[config.mk]
export PLATFORM = sky130hd
export DESIGN_NAME = quad_lane_sram
export DESIGN_NICKNAME = d
export VERILOG_FILES = /design/src/rtl/quad_lane_sram_pkg.sv /design/src/rtl/sram_lane_store.sv /design/src/rtl/sram_lane_ctrl.sv /design/src/rtl/quad_lane_sram.sv
export SDC_FILE = /design/constraint.sdc
export NUM_CORES = 1
export LEC_CHECK = 0
export BUFFER_PORTS_ARGS = -buffer_cell sky130_fd_sc_hd__buf_2
export CAP_MARGIN = 5
export CELL_PAD_IN_SITES_DETAIL_PLACEMENT = 2
export CELL_PAD_IN_SITES_GLOBAL_PLACEMENT = 2
export CORE_UTILIZATION = 37
export CTS_CLUSTER_DIAMETER = 30
export DETAILED_ROUTE_END_ITERATION = 16
export GPL_TIMING_DRIVEN = 1
export PLACE_DENSITY = 0.77
export REMOVE_ABC_BUFFERS = 1
export SLEW_MARGIN = 15
export SYNTH_ARGS = -nofsm -noshare
export SYNTH_HDL_FRONTEND = slang
export SYNTH_SLANG_ARGS = --single-unit
export TNS_END_PERCENT = 10
[constraint.sdc]
create_clock -name clk -period 4.1 [get_ports clk]
set_input_delay 0.615 -clock clk [delete_from_list [all_inputs] [get_ports clk]]
set_output_delay 0.615 -clock clk [all_outputs]
set_load 0.02 [all_outputs]
[src/rtl/quad_lane_sram_pkg.sv]
package quad_lane_sram_pkg;

    localparam int BYTE_W = 8;
    localparam int ADDR_W = 19;

    typedef enum logic [1:0] {
        ST_STANDBY = 2'd0,
        ST_IDLE    = 2'd1,
        ST_READ    = 2'd2,
        ST_WRITE   = 2'd3
    } lane_state_t;

endpackage

[src/rtl/sram_lane_store.sv]
module sram_lane_store
    import quad_lane_sram_pkg::*;
#(
    parameter int DEPTH = 16,
    localparam int AW = $clog2(DEPTH)
) (
    input  logic              clk,
    input  logic              rst_n,
    input  logic              wr_en,
    input  logic [AW-1:0]     wr_addr,
    input  logic [BYTE_W-1:0] wr_data,
    input  logic [AW-1:0]     rd_addr,
    output logic [BYTE_W-1:0] rd_data
);

    logic [BYTE_W-1:0] mem [DEPTH];

    always_ff @(posedge clk) begin
        if (wr_en) begin
            mem[wr_addr] <= wr_data;
        end
    end

    assign rd_data = mem[rd_addr];

    // a committed byte is found at its location one edge later
    assert_commit_lands_R7: assert property (@(posedge clk) disable iff (!rst_n)
        $past(wr_en) |-> (mem[$past(wr_addr)] == $past(wr_data)));

endmodule

[src/rtl/sram_lane_ctrl.sv]
module sram_lane_ctrl
    import quad_lane_sram_pkg::*;
#(
    parameter int DEPTH = 16,
    localparam int AW = $clog2(DEPTH)
) (
    input  logic              clk,
    input  logic              rst_n,
    input  logic              ce_n,
    input  logic              we_n,
    input  logic              oe_n,
    input  logic [AW-1:0]     addr_lo,
    input  logic [BYTE_W-1:0] din,
    input  logic              ext_en,
    output logic              drive_en,
    output logic              clash,
    output logic              wr_en,
    output logic [AW-1:0]     wr_addr,
    output logic [BYTE_W-1:0] wr_data
);

    lane_state_t state_q, state_d;
    logic        strobe;
    logic [AW-1:0]     hold_addr;
    logic [BYTE_W-1:0] hold_data;

    assign strobe = !ce_n && !we_n;

    // next-state decode from the lane's controls
    always_comb begin
        if (ce_n)          state_d = ST_STANDBY;
        else if (!we_n)    state_d = ST_WRITE;
        else if (!oe_n)    state_d = ST_READ;
        else               state_d = ST_IDLE;
    end

    // state register
    always_ff @(posedge clk or negedge rst_n) begin
        if (!rst_n) begin
            state_q <= ST_STANDBY;
        end else begin
            state_q <= state_d;
        end
    end

    // write holding register: last address and byte seen under the strobe
    always_ff @(posedge clk or negedge rst_n) begin
        if (!rst_n) begin
            hold_addr <= '0;
            hold_data <= '0;
        end else if (strobe) begin
            hold_addr <= addr_lo;
            hold_data <= din;
        end
    end

    // outputs
    always_comb begin
        wr_en = 1'b0;
        unique case (state_q)
            ST_STANDBY: wr_en = 1'b0;
            ST_IDLE:    wr_en = 1'b0;
            ST_READ:    wr_en = 1'b0;
            ST_WRITE:   wr_en = (state_d != ST_WRITE);
            default:    wr_en = 1'b0;
        endcase
        drive_en = (state_d == ST_READ);
    end

    assign wr_addr = hold_addr;
    assign wr_data = hold_data;
    assign clash   = drive_en && ext_en;

    assert_standby_R3: assert property (@(posedge clk) disable iff (!rst_n)
        ce_n |=> (state_q == ST_STANDBY));

    assert_write_state_R4: assert property (@(posedge clk) disable iff (!rst_n)
        (!ce_n && !we_n) |=> (state_q == ST_WRITE));

    assert_no_drive_in_write_R4: assert property (@(posedge clk) disable iff (!rst_n)
        (state_q == ST_WRITE && !ce_n && !we_n) |-> !drive_en);

    assert_idle_quiet_R6: assert property (@(posedge clk) disable iff (!rst_n)
        (state_q == ST_IDLE && $stable(ce_n) && $stable(we_n) && $stable(oe_n)) |-> !drive_en);

    assert_write_end_R7: assert property (@(posedge clk) disable iff (!rst_n)
        (state_q == ST_WRITE && (ce_n || we_n)) |-> wr_en);

    assert_no_stray_commit_R3: assert property (@(posedge clk) disable iff (!rst_n)
        (state_q != ST_WRITE) |-> !wr_en);

endmodule

[src/rtl/quad_lane_sram.sv]
module quad_lane_sram
    import quad_lane_sram_pkg::*;
#(
    parameter int DEPTH = 16,
    parameter int LANES = 4,
    localparam int AW     = $clog2(DEPTH),
    localparam int DATA_W = LANES * BYTE_W
) (
    input  logic              clk,
    input  logic              rst_n,
    input  logic [ADDR_W-1:0] addr,
    input  logic [LANES-1:0]  ce_n,
    input  logic [LANES-1:0]  we_n,
    input  logic              oe_n,
    input  logic [DATA_W-1:0] dq_in,
    input  logic [LANES-1:0]  dq_ext_en,
    output logic [DATA_W-1:0] dq_out,
    output logic [LANES-1:0]  dq_oe,
    output logic [LANES-1:0]  bus_clash
);

    logic [AW-1:0]            addr_lo;
    logic [ADDR_W-AW-1:0]     addr_hi_unused;

    assign addr_lo        = addr[AW-1:0];
    assign addr_hi_unused = addr[ADDR_W-1:AW];

    for (genvar g = 0; g < LANES; g++) begin : g_lane
        logic              drive;
        logic              wr_en;
        logic [AW-1:0]     wr_addr;
        logic [BYTE_W-1:0] wr_data;
        logic [BYTE_W-1:0] rd_data;

        sram_lane_ctrl #(.DEPTH(DEPTH)) u_ctrl (
            .clk      (clk),
            .rst_n    (rst_n),
            .ce_n     (ce_n[g]),
            .we_n     (we_n[g]),
            .oe_n     (oe_n),
            .addr_lo  (addr_lo),
            .din      (dq_in[g*BYTE_W +: BYTE_W]),
            .ext_en   (dq_ext_en[g]),
            .drive_en (drive),
            .clash    (bus_clash[g]),
            .wr_en    (wr_en),
            .wr_addr  (wr_addr),
            .wr_data  (wr_data)
        );

        sram_lane_store #(.DEPTH(DEPTH)) u_store (
            .clk     (clk),
            .rst_n   (rst_n),
            .wr_en   (wr_en),
            .wr_addr (wr_addr),
            .wr_data (wr_data),
            .rd_addr (addr_lo),
            .rd_data (rd_data)
        );

        assign dq_oe[g]                   = drive;
        assign dq_out[g*BYTE_W +: BYTE_W] = drive ? rd_data : '0;

        assert_clash_R9: assert property (@(posedge clk) disable iff (!rst_n)
            bus_clash[g] |-> (dq_ext_en[g] && dq_oe[g]));

        assert_quiet_when_off_R5: assert property (@(posedge clk) disable iff (!rst_n)
            !dq_oe[g] |-> (dq_out[g*BYTE_W +: BYTE_W] == '0));
    end

endmodule

==> metrics list <==
- Buffer cell driving the clock tree root: clkbuf_16
- Unrepaired setup endpoints after global routing: no
* Number of buffers between clock root and the deepest sink: 3
- The path class of the tightest hold or removal check is in2async.
- Fraction of final layout cells sized beyond drive strength 1: a little under a third
- Cells after Synth: 1196
- Area grow syn2layout: 23.5%
- Status: finished, final reports clean
* DRC violation count after routing: 0
* Count of port buffers added during placement: 90
* Power density over the cells: ~600 mW/mm^2
* Via-per-instance ratio: about 5.4
- The floorplan has 89 rows.
- Yosys warns: 0
- Required @ worst endpoint: 3.48 ns
- Vias: 12200
- Final worst slack: about 0.80 ns
- Routing usage on met2: between 30% and 40%
- Resize count post-CTS: 0
- The synthesized design contains 568 register bits.
- Busiest layer in global routing: met2
- Largest vdd supply drop: approximately 0.39 mV
- For this design the top-level I/O count stands at about 110.
- Horizontal die dimension: ~250 um
* Hold buffer count at cts: 0
- TritonCTS built the clock tree.
- The cell area that synthesis handed to floorplanning was roughly 0.022 mm^2.
- Counting cells, the worst reg-to-reg path comes to 2.
* Final Instance Count excl. Fillers: about 2200
* Number of max-slew violations in the final report: 0
- Entering global routing, the biggest net connects 47 pins.
- Synth area leaders: edfxtp_1 69%, mux4_2 7.2%, dfrtp_1 6.3%
* Sequential-to-total area share from yosys stat: around 75%
- For this run, global-route usage on met1 was measured as 25.5%.
- Kind of end point of the critical path: output pin
* Global Route Usage Sum: between 20% and 30%
- The worst setup path is launched from an input port.
- Mean area per synthesized cell: between 15 and 20 um^2
- Number of fill cells: 5348
- The total overflow left after global routing is 0.
* Clock tree skew after final layout: 0.0399 ns
- Setup violations remaining at the end of the flow were counted as 0.
- The number of global-route vias before repair is 14100.
* Clock buffers created by TritonCTS: 114
- Slew margin rel.: just over 20%
* Top achievable clock speed: 303 MHz
- OpenSTA, run right after detailed placement, puts the worst setup slack at around 0.81 ns.
* Fin Setup TNS: 0 ns
- Hold WS: around 0.038 ns
* WL per Instance: approximately 28 um
- Final min period: ~3.3 ns
- Number of levels in the clock H-tree: 3
* DRC marker count from the first detailed-route iteration: 710
- Routability cong.: around 0.73
- Number of clock sinks seen by CTS: 568
- Number of setup buffers added after CTS: 0
* Critical path arrival: about 2.7 ns
- Library cell occupying the most area in the post-synthesis netlist: edfxtp_1
* Number of antenna violations at the first check in global routing: 0
- For this run, the post-layout net count is around 1400.
- Tcrit/Tclk final: just over 80%
- Number of routed nets with antenna violations: 0
- Synthesis instantiated 27 different standard cells from the library.
- Final wirelength: around 64000 um
* Static leakage: around 9.6 nW
* Area of the placeable core: about 0.059 mm^2
- HPWL after DPL: roughly 38000 um
- Synth top area share: between 60% and 70%
- Global routing consumed, on the met3 layer, 4.71% of the routing resources.
- CTS clk-pin slew, worst paths: 0.05 ns
- Die Area: 0.0615 mm^2
* First-pass GRT wire length: around 94000 um
- The design draws 0.0167 W.
* Transition time at the pin with the least slew margin: approximately 1.2 ns
- Setup Crit Path Kind: in2out
* Max-cap viol count: 0
* Critical-path maximum fanout: 46
- The die is 248 um tall.
- The later pin in the worst-skew pair is clocked with a latency of roughly 0.66 ns.
* First-pass iteration count of the detailed router: 5
- The number of placed instances, taps included, is between 2000 and 2500.
- Initial core utilization: a little under two fifths
* Final count of hold timing violations: 0
- Number of antenna repair diodes: 0
==> flip-flops by register name, summed over array words and instances (netlist names) <==
name and cells:
g_lane.u_ctrl.wr_data 32, g_lane.u_ctrl.state_q 8, g_lane.u_store.mem 512, g_lane.u_ctrl.wr_addr 16
==> placed cells by master (no fill, tap or decap), types with 4 or more instances in the layout <==
| cell type | netlist | routed |
|---|---|---|
| and2_1 | 9 | 8 |
| bufinv_16 | 0 | 12 |
| nor3_1 | 18 | 18 |
| dfrtp_1 | 56 | 56 |
| o211ai_1 | 29 | 29 |
| a22oi_1 | 84 | 84 |
| mux4_2 | 72 | 72 |
| a21oi_1 | 8 | 8 |
| edfxtp_1 | 512 | 512 |
| inv_6 | 0 | 5 |
| clkinv_1 | 0 | 14 |
| buf_2 | 15 | 88 |
| clkbuf_1 | 25 | 17 |
| nand2_1 | 23 | 23 |
| clkinv_4 | 0 | 7 |
| mux2_2 | 52 | 52 |
| a22o_1 | 4 | 4 |
| mux2i_1 | 112 | 112 |
| nor2_1 | 57 | 56 |
| nand3_1 | 60 | 60 |
| clkinvlp_4 | 0 | 12 |
| nor2b_1 | 5 | 4 |
| clkinv_2 | 0 | 24 |
| nand2b_1 | 10 | 10 |
| nand3b_1 | 4 | 4 |
| buf_12 | 0 | 4 |
| clkbuf_16 | 0 | 114 |
| buf_4 | 25 | 45 |
| nor3b_2 | 4 | 4 |
==> worst paths after layout <==
| check | from | end | slack (ns) |
|---|---|---|---|
| worst min register to register | g_lane[2].u_ctrl.wr_addr[1] | g_lane[2].u_ctrl.wr_addr[1] | 0.58 |
| max in group asynchronous | rst_n | g_lane[2].u_ctrl.wr_data[0] | 3.07 |
| min in group clk | ce_n[2] | g_lane[2].u_ctrl.state_q[1] | 0.17 |
| worst max-delay path | addr[0] | dq_out[28] | 0.80 |
| worst max register to register | g_lane[3].u_ctrl.wr_addr[1] | g_lane[3].u_store.mem[12][4] | 1.75 |
| worst min-delay path | rst_n | g_lane[0].u_ctrl.wr_data[3] | 0.04 |
==> power breakdown <==
group | internal, W | switching [W]
registers | 0.00661 | 0.000306
logic | 0.000265 | 0.000381
clock network | 0.00592 | 0.00317
total | 0.0128 | 0.00386
==> per-stage QoR <==
stage / util (%) / cell area, um^2
after floorplan: - / 22000
after global placement: 40.1 / 23800
after detailed placement: 40.1 / 23800
after CTS: 46.6 / 27700
after global routing: 46.6 / 27700
final: 46.6 / 27700
==> logic make-up after synthesis <==
logic type / share of synthesized area (%)
AOI/OAI and AO/OA: 4.12
DFF: 74.9
buffers and inverters: 1.91
muxes: 14.9
and+or+nand+nor: 4.17
==> routing by layer <==
metal | vias to the layer above | share of wire [%]
met1 | 6526 | 40
met2 | 348 | 53
met5 | - | 0
li1 | 5247 | -
met4 | 0 | 2.6
met3 | 115 | 5.0
==> synth_stat cells (all sizes together) <==
cell type / count
edfxtp: 512
mux2i: 112
a22oi: 84
mux4: 72
nand3: 60
nor2: 57
dfrtp: 56
mux2: 52
buf: 46
o211ai: 29
clkbuf: 26
nand2: 23
nor3: 18
nand2b: 10
and2: 9
a21oi: 8
nor2b: 5
a22o: 4
nand3b: 4
nor3b: 4
inv: 3
or3: 1
or4: 1
==> critical path: stages <==
cell,delay (ns)
buf_8,0.42
buf_12,0.34
mux2i_1,0.14
a22oi_1,0.37
a22oi_1,0.15
o211ai_1,0.34
buf_2,0.24
==> cell type report <==
cell class	count	area (um^2)	share of cell area [%]
clock buffers	134	2960	10.7
clock inverters	80	871	3.15
inverters	3	11.3	0.0407
multi-input cells	553	5200	18.8
flip-flops and latches	568	16800	60.7
well taps	773	967	3.50
repair buffers	138	873	3.16
No activity file was read; power rests on OpenSTA's default activity.
